==> src/rtl/ulpi_regacc_pkg.sv <==
package ulpi_regacc_pkg;

    localparam int BYTE_W = 8;
    localparam int IMM_W  = 6;
    localparam int OP_W   = BYTE_W - IMM_W;

    localparam logic [IMM_W-1:0] EXT_ESC = 6'h2F;
    localparam logic [OP_W-1:0]  OP_WR   = 2'b10;
    localparam logic [OP_W-1:0]  OP_RD   = 2'b11;

    typedef enum logic [2:0] {
        ST_IDLE,
        ST_CMD,
        ST_ADDR,
        ST_WDATA,
        ST_STOP,
        ST_RWAIT,
        ST_RDATA,
        ST_HOLD
    } seq_state_e;

    typedef struct packed {
        logic              wr;
        logic              ext;
        logic [BYTE_W-1:0] addr;
        logic [BYTE_W-1:0] wdata;
    } reg_op_t;

    function automatic logic needs_ext(input logic [BYTE_W-1:0] a);
        return a >= {{OP_W{1'b0}}, EXT_ESC};
    endfunction

    function automatic logic [BYTE_W-1:0] cmd_byte(input reg_op_t op);
        logic [OP_W-1:0]  opc;
        logic [IMM_W-1:0] fld;
        opc = op.wr  ? OP_WR : OP_RD;
        fld = op.ext ? EXT_ESC : op.addr[IMM_W-1:0];
        return {opc, fld};
    endfunction

endpackage

==> src/rtl/ulpi_regacc_req.sv <==
module ulpi_regacc_req
    import ulpi_regacc_pkg::*;
(
    input  logic              clk,
    input  logic              rst,
    input  logic              load,
    input  logic              i_wr,
    input  logic [BYTE_W-1:0] i_addr,
    input  logic [BYTE_W-1:0] i_wdata,
    output reg_op_t           op_q,
    output logic [BYTE_W-1:0] cmd
);
    always_ff @(posedge clk) begin
        if (rst) begin
            op_q <= '0;
        end else if (load) begin
            op_q.wr    <= i_wr;
            op_q.ext   <= needs_ext(i_addr);
            op_q.addr  <= i_addr;
            op_q.wdata <= i_wdata;
        end
    end

    assign cmd = cmd_byte(op_q);
endmodule

==> src/rtl/ulpi_regacc_seq.sv <==
module ulpi_regacc_seq
    import ulpi_regacc_pkg::*;
(
    input  logic       clk,
    input  logic       rst,
    input  logic       start,
    input  reg_op_t    op,
    input  logic       dir,
    input  logic       nxt,
    output seq_state_e state,
    output logic       complete,
    output logic       capture
);
    seq_state_e nstate;

    always_comb begin
        nstate   = state;
        complete = 1'b0;
        capture  = 1'b0;
        unique case (state)
            ST_IDLE:  if (start) nstate = ST_CMD;
            ST_CMD: begin
                if (dir)      nstate = ST_HOLD;
                else if (nxt) nstate = op.ext ? ST_ADDR
                                     : (op.wr ? ST_WDATA : ST_RWAIT);
            end
            ST_ADDR: begin
                if (dir)      nstate = ST_HOLD;
                else if (nxt) nstate = op.wr ? ST_WDATA : ST_RWAIT;
            end
            ST_WDATA: begin
                if (dir)      nstate = ST_HOLD;
                else if (nxt) nstate = ST_STOP;
            end
            ST_STOP: begin
                nstate   = ST_IDLE;
                complete = 1'b1;
            end
            ST_RWAIT: begin
                if (dir) nstate = nxt ? ST_HOLD : ST_RDATA;
            end
            ST_RDATA: begin
                if (dir) begin
                    nstate   = ST_IDLE;
                    complete = 1'b1;
                    capture  = 1'b1;
                end else begin
                    nstate = ST_HOLD;
                end
            end
            ST_HOLD:  if (!dir) nstate = ST_CMD;
            default:  nstate = ST_IDLE;
        endcase
    end

    always_ff @(posedge clk) begin
        if (rst) state <= ST_IDLE;
        else     state <= nstate;
    end
endmodule

==> src/rtl/ulpi_regacc_io.sv <==
module ulpi_regacc_io
    import ulpi_regacc_pkg::*;
(
    input  logic              clk,
    input  logic              rst,
    input  seq_state_e        state,
    input  reg_op_t           op,
    input  logic [BYTE_W-1:0] cmd,
    input  logic              dir,
    input  logic              complete,
    input  logic              capture,
    input  logic [BYTE_W-1:0] data_i,
    output logic [BYTE_W-1:0] data_o,
    output logic              data_oe,
    output logic              stp,
    output logic              done,
    output logic [BYTE_W-1:0] rdata
);
    logic drive_st;

    always_comb begin
        data_o   = '0;
        drive_st = 1'b1;
        unique case (state)
            ST_CMD:   data_o = cmd;
            ST_ADDR:  data_o = op.addr;
            ST_WDATA: data_o = op.wdata;
            ST_STOP:  data_o = '0;
            default:  drive_st = 1'b0;
        endcase
    end

    assign data_oe = drive_st & ~dir;
    assign stp     = (state == ST_STOP);

    always_ff @(posedge clk) begin
        if (rst) begin
            done  <= 1'b0;
            rdata <= '0;
        end else begin
            done <= complete;
            if (capture) rdata <= data_i;
        end
    end
endmodule

==> src/rtl/ulpi_regacc.sv <==
module ulpi_regacc
    import ulpi_regacc_pkg::*;
(
    input  logic       clk,
    input  logic       rst,
    input  logic       req_valid,
    input  logic       req_write,
    input  logic [7:0] req_addr,
    input  logic [7:0] req_wdata,
    output logic       req_ready,
    output logic       rsp_done,
    output logic [7:0] rsp_rdata,
    input  logic       ulpi_dir,
    input  logic       ulpi_nxt,
    output logic       ulpi_stp,
    input  logic [7:0] ulpi_data_i,
    output logic [7:0] ulpi_data_o,
    output logic       ulpi_data_oe
);
    seq_state_e        state;
    reg_op_t           op;
    logic [BYTE_W-1:0] cmd;
    logic              start, complete, capture;

    assign req_ready = (state == ST_IDLE) && !ulpi_dir;
    assign start     = req_valid && req_ready;

    ulpi_regacc_req u_req (
        .clk(clk), .rst(rst), .load(start),
        .i_wr(req_write), .i_addr(req_addr), .i_wdata(req_wdata),
        .op_q(op), .cmd(cmd)
    );

    ulpi_regacc_seq u_seq (
        .clk(clk), .rst(rst), .start(start), .op(op),
        .dir(ulpi_dir), .nxt(ulpi_nxt),
        .state(state), .complete(complete), .capture(capture)
    );

    ulpi_regacc_io u_io (
        .clk(clk), .rst(rst), .state(state), .op(op), .cmd(cmd),
        .dir(ulpi_dir), .complete(complete), .capture(capture),
        .data_i(ulpi_data_i), .data_o(ulpi_data_o), .data_oe(ulpi_data_oe),
        .stp(ulpi_stp), .done(rsp_done), .rdata(rsp_rdata)
    );
endmodule

==> config.mk <==
export PLATFORM = sky130hd
export DESIGN_NAME = ulpi_regacc
export DESIGN_NICKNAME = d
export VERILOG_FILES = /design/src/rtl/ulpi_regacc_pkg.sv /design/src/rtl/ulpi_regacc_req.sv /design/src/rtl/ulpi_regacc_seq.sv /design/src/rtl/ulpi_regacc_io.sv /design/src/rtl/ulpi_regacc.sv
export SDC_FILE = /design/constraint.sdc
export NUM_CORES = 1
export LEC_CHECK = 0
export ABC_CLOCK_PERIOD_IN_PS = 4100
export CELL_PAD_IN_SITES_DETAIL_PLACEMENT = 2
export CELL_PAD_IN_SITES_GLOBAL_PLACEMENT = 2
export CORE_ASPECT_RATIO = 0.75
export CORE_MARGIN = 10
export CORE_UTILIZATION = 27
export DETAILED_ROUTE_END_ITERATION = 12
export PLACE_DENSITY = 0.92
export SLEW_MARGIN = 20
export SYNTH_ARGS = -nofsm -noshare
export SYNTH_HDL_FRONTEND = slang
export SYNTH_SLANG_ARGS = --single-unit
==> constraint.sdc <==
create_clock -name clk -period 4.1 [get_ports clk]
set_clock_uncertainty 0.05 [all_clocks]
set_input_delay 0.82 -clock clk [delete_from_list [all_inputs] [get_ports clk]]
set_output_delay 0.82 -clock clk [all_outputs]
set_load 0.05 [all_outputs]
==> metrics.txt <==
PD cells 555.6 nW/µm²; die area 8974 µm²; setup slack after layout 0.6920 ns; vias in the first global route 1608; ys flop type dfxtp_1; Worst Hold Class reg2reg; routability cong. 0.7533; Mapped Avg Cell Area 8.205 µm²; Initial DRC Count 72; Post-Synth XOR/XNOR Area 0.005833; port bufs 49; Finished Core Util 0.3981; Startpoint Class flop; Synth Area in Compound Gates 0.2667; Final Hold Fails 0; Post-Syn Instances 183; Routed WL per cell 17.09 µm; cell area after layout 2131 µm²; Crit. End Element output pin; Critical Path Max Stage Delay 0.81 ns; Crit path max-delay family buffers and inverters; TNS Setup 0 ns; Unique masters post-synth 41; first-pass GRT wire length 8.894 mm; critical path's slowest cell clkdlybuf4s50_1; final setup fails 0; DR pass1 iterations 4; largest net degree at the start of global routing 24; number of synthesized flops with an enable pin 0; placed inst area 2039 µm²; static leakage 0.7210 nW; Slew Limit Fails 0; placed cells 299; Synth Area in Adders 0; hpwl dp 3.992 mm; status complete, no violations; clk slew on worst S/H paths 0.06 ns; total grt overflow 0; die width 106.1 µm; Worst EP required 3.23 ns; TritonCTS clock tree built; via count 1490; DRC Markers 0; Hold Buf Count CTS 0; FP Rows 23; ANT cells 0; MaxCap Viol Count 0; Fmax achieved 0.2934 GHz; Place WS 0.7437 ns; P&R area growth vs syn 41.92%; Setup CP Type reg2out; post-synthesis mux area share 0.03167; io pins 50; Final period util 0.8312; largest family of logic cells by synthesized area compound AO/OA/AOI/OAI gates; post-synth net total 213; GRT Total Usage 0.1216; fin cells 307; fin nets 261; FILL cells 637; worst-path fanout max 11; core area 5353 µm²; Initial Util 0.2805; VDD IR max 0.0001767 V; deepest clock path buffer count 2; Worst slew margin 0.5524; arrival time at the worst endpoint 2.54 ns; Synth Warn # 0; initial antenna violation count 0; CTS root buf clkbuf_8; CTS Buf Count 5; unrepaired setup endpoints after global routing false; Worst-Skew Late Latency 0.29 ns; most common cell after layout, fill and taps aside nand2_1; htree depth 2; Post-CTS Setup Inserts 0; DRT antenna net count 0; mapped cell area 1501 µm²; WP buf/inv 2; Chip Height 84.58 µm; Routed WL 5.246 mm; most frequent cells in the layout 52 x nand2_1, 49 x clkdlybuf4s50_1, 30 x dfxtp_1, 19 x a21oi_1, 14 x nor2_1; fin crit period 3.408 ns; Async SR Flop Fraction 0; simple logic cell fraction of the synthesized area 0.2392; share of layout cells above drive strength 1 0.1509; Vias/cell 4.853; clock sinks 30; number of synthesized register bits 30; Resized cells post-CTS 0; Cell Chain, Critical Path buf_4, nor2_2, nor2_1, o221a_2, clkdlybuf4s50_1; Least-Margin Pin Slew 0.6714 ns; post-synthesis sequential area ratio 0.4000
layer usage:
metal | part of all wire | track usage
met1 | 0.48 | 0.1591
met5 | 0 | 0
met2 | 0.47 | 0.1844
met3 | 0.047 | 0.04733
met4 | 0.0080 | 0.02577
path summary, 6_finish.rpt:
path	startpoint	endpoint	slack [ns]	cells after the start
max reg2reg	u_seq.state[0]$_SDFFE_PP0P_	u_req.op_q[16]$_SDFFE_PP0P_	2.12	5
min	u_io.rdata[3]$_SDFFE_PP0P_	u_io.rdata[3]$_SDFFE_PP0P_	0.41	2
max	u_seq.state[0]$_SDFFE_PP0P_	ulpi_data_o[0]	0.69	5
min reg2reg	u_io.rdata[3]$_SDFFE_PP0P_	u_io.rdata[3]$_SDFFE_PP0P_	0.41	2
registers in the layout (all words and copies together), names as in the netlist:
name and flops:
u_req.op_q 18, u_io.rdata 8, u_seq.state 3, u_io.done 1
through the flow:
stage	hold WS, ns	power (W)
2_1_floorplan	0.3832	0.0007806
3_3_place_gp	0.3919	0.0009251
3_5_place_dp	0.4025	0.0009425
4_1_cts	0.4113	0.001197
5_1_grt	0.4258	0.001267
6_report	0.4058	0.001184
synthesized netlist by cell type, types with 3 or more instances:
cell type / number / area, µm²
nor2_1: 14 / 52.55
clkbuf_1: 5 / 18.77
a211oi_1: 3 / 22.52
nor2b_1: 3 / 18.77
nand2_1: 52 / 195.2
buf_6: 3 / 33.78
a21oi_1: 19 / 95.09
a21oi_2: 11 / 96.34
dfxtp_1: 30 / 600.6
o21ai_0: 3 / 15.01
o221a_2: 4 / 45.04
tightest hold or removal path: stages (launching register included):
cell and delay (ns):
dfxtp_1 0.31, nand2_1 0.05, a21oi_1 0.05
cells by family after synthesis:
group | count (synthesis)
AO/OA/AOI/OAI | 54
flip-flops | 30
XOR/XNOR | 1
multiplexers | 4
AND/OR/NAND/NOR | 80
buffers and inverters | 14
cell type report:
class	count	area, µm²	area share
flip-flops and latches	30	600.6	0.2819
inverters	2	7.507	0.003523
well taps	75	93.84	0.04404
clock buffers	7	86.33	0.04052
repair buffers	53	520.5	0.2443
multi-input cells	139	817.0	0.3834
clock inverters	1	5.005	0.002349
report_power, final:
part / internal, W / leakage, nW / total [W] / switching, W
Clock: 0.000135 / 0.0482 / 0.000251 / 0.000116
Sequential: 0.000331 / 0.244 / 0.000389 / 0.0000586
Combinational: 0.000203 / 0.429 / 0.000543 / 0.000341
Power figures use the tool's default switching activity.
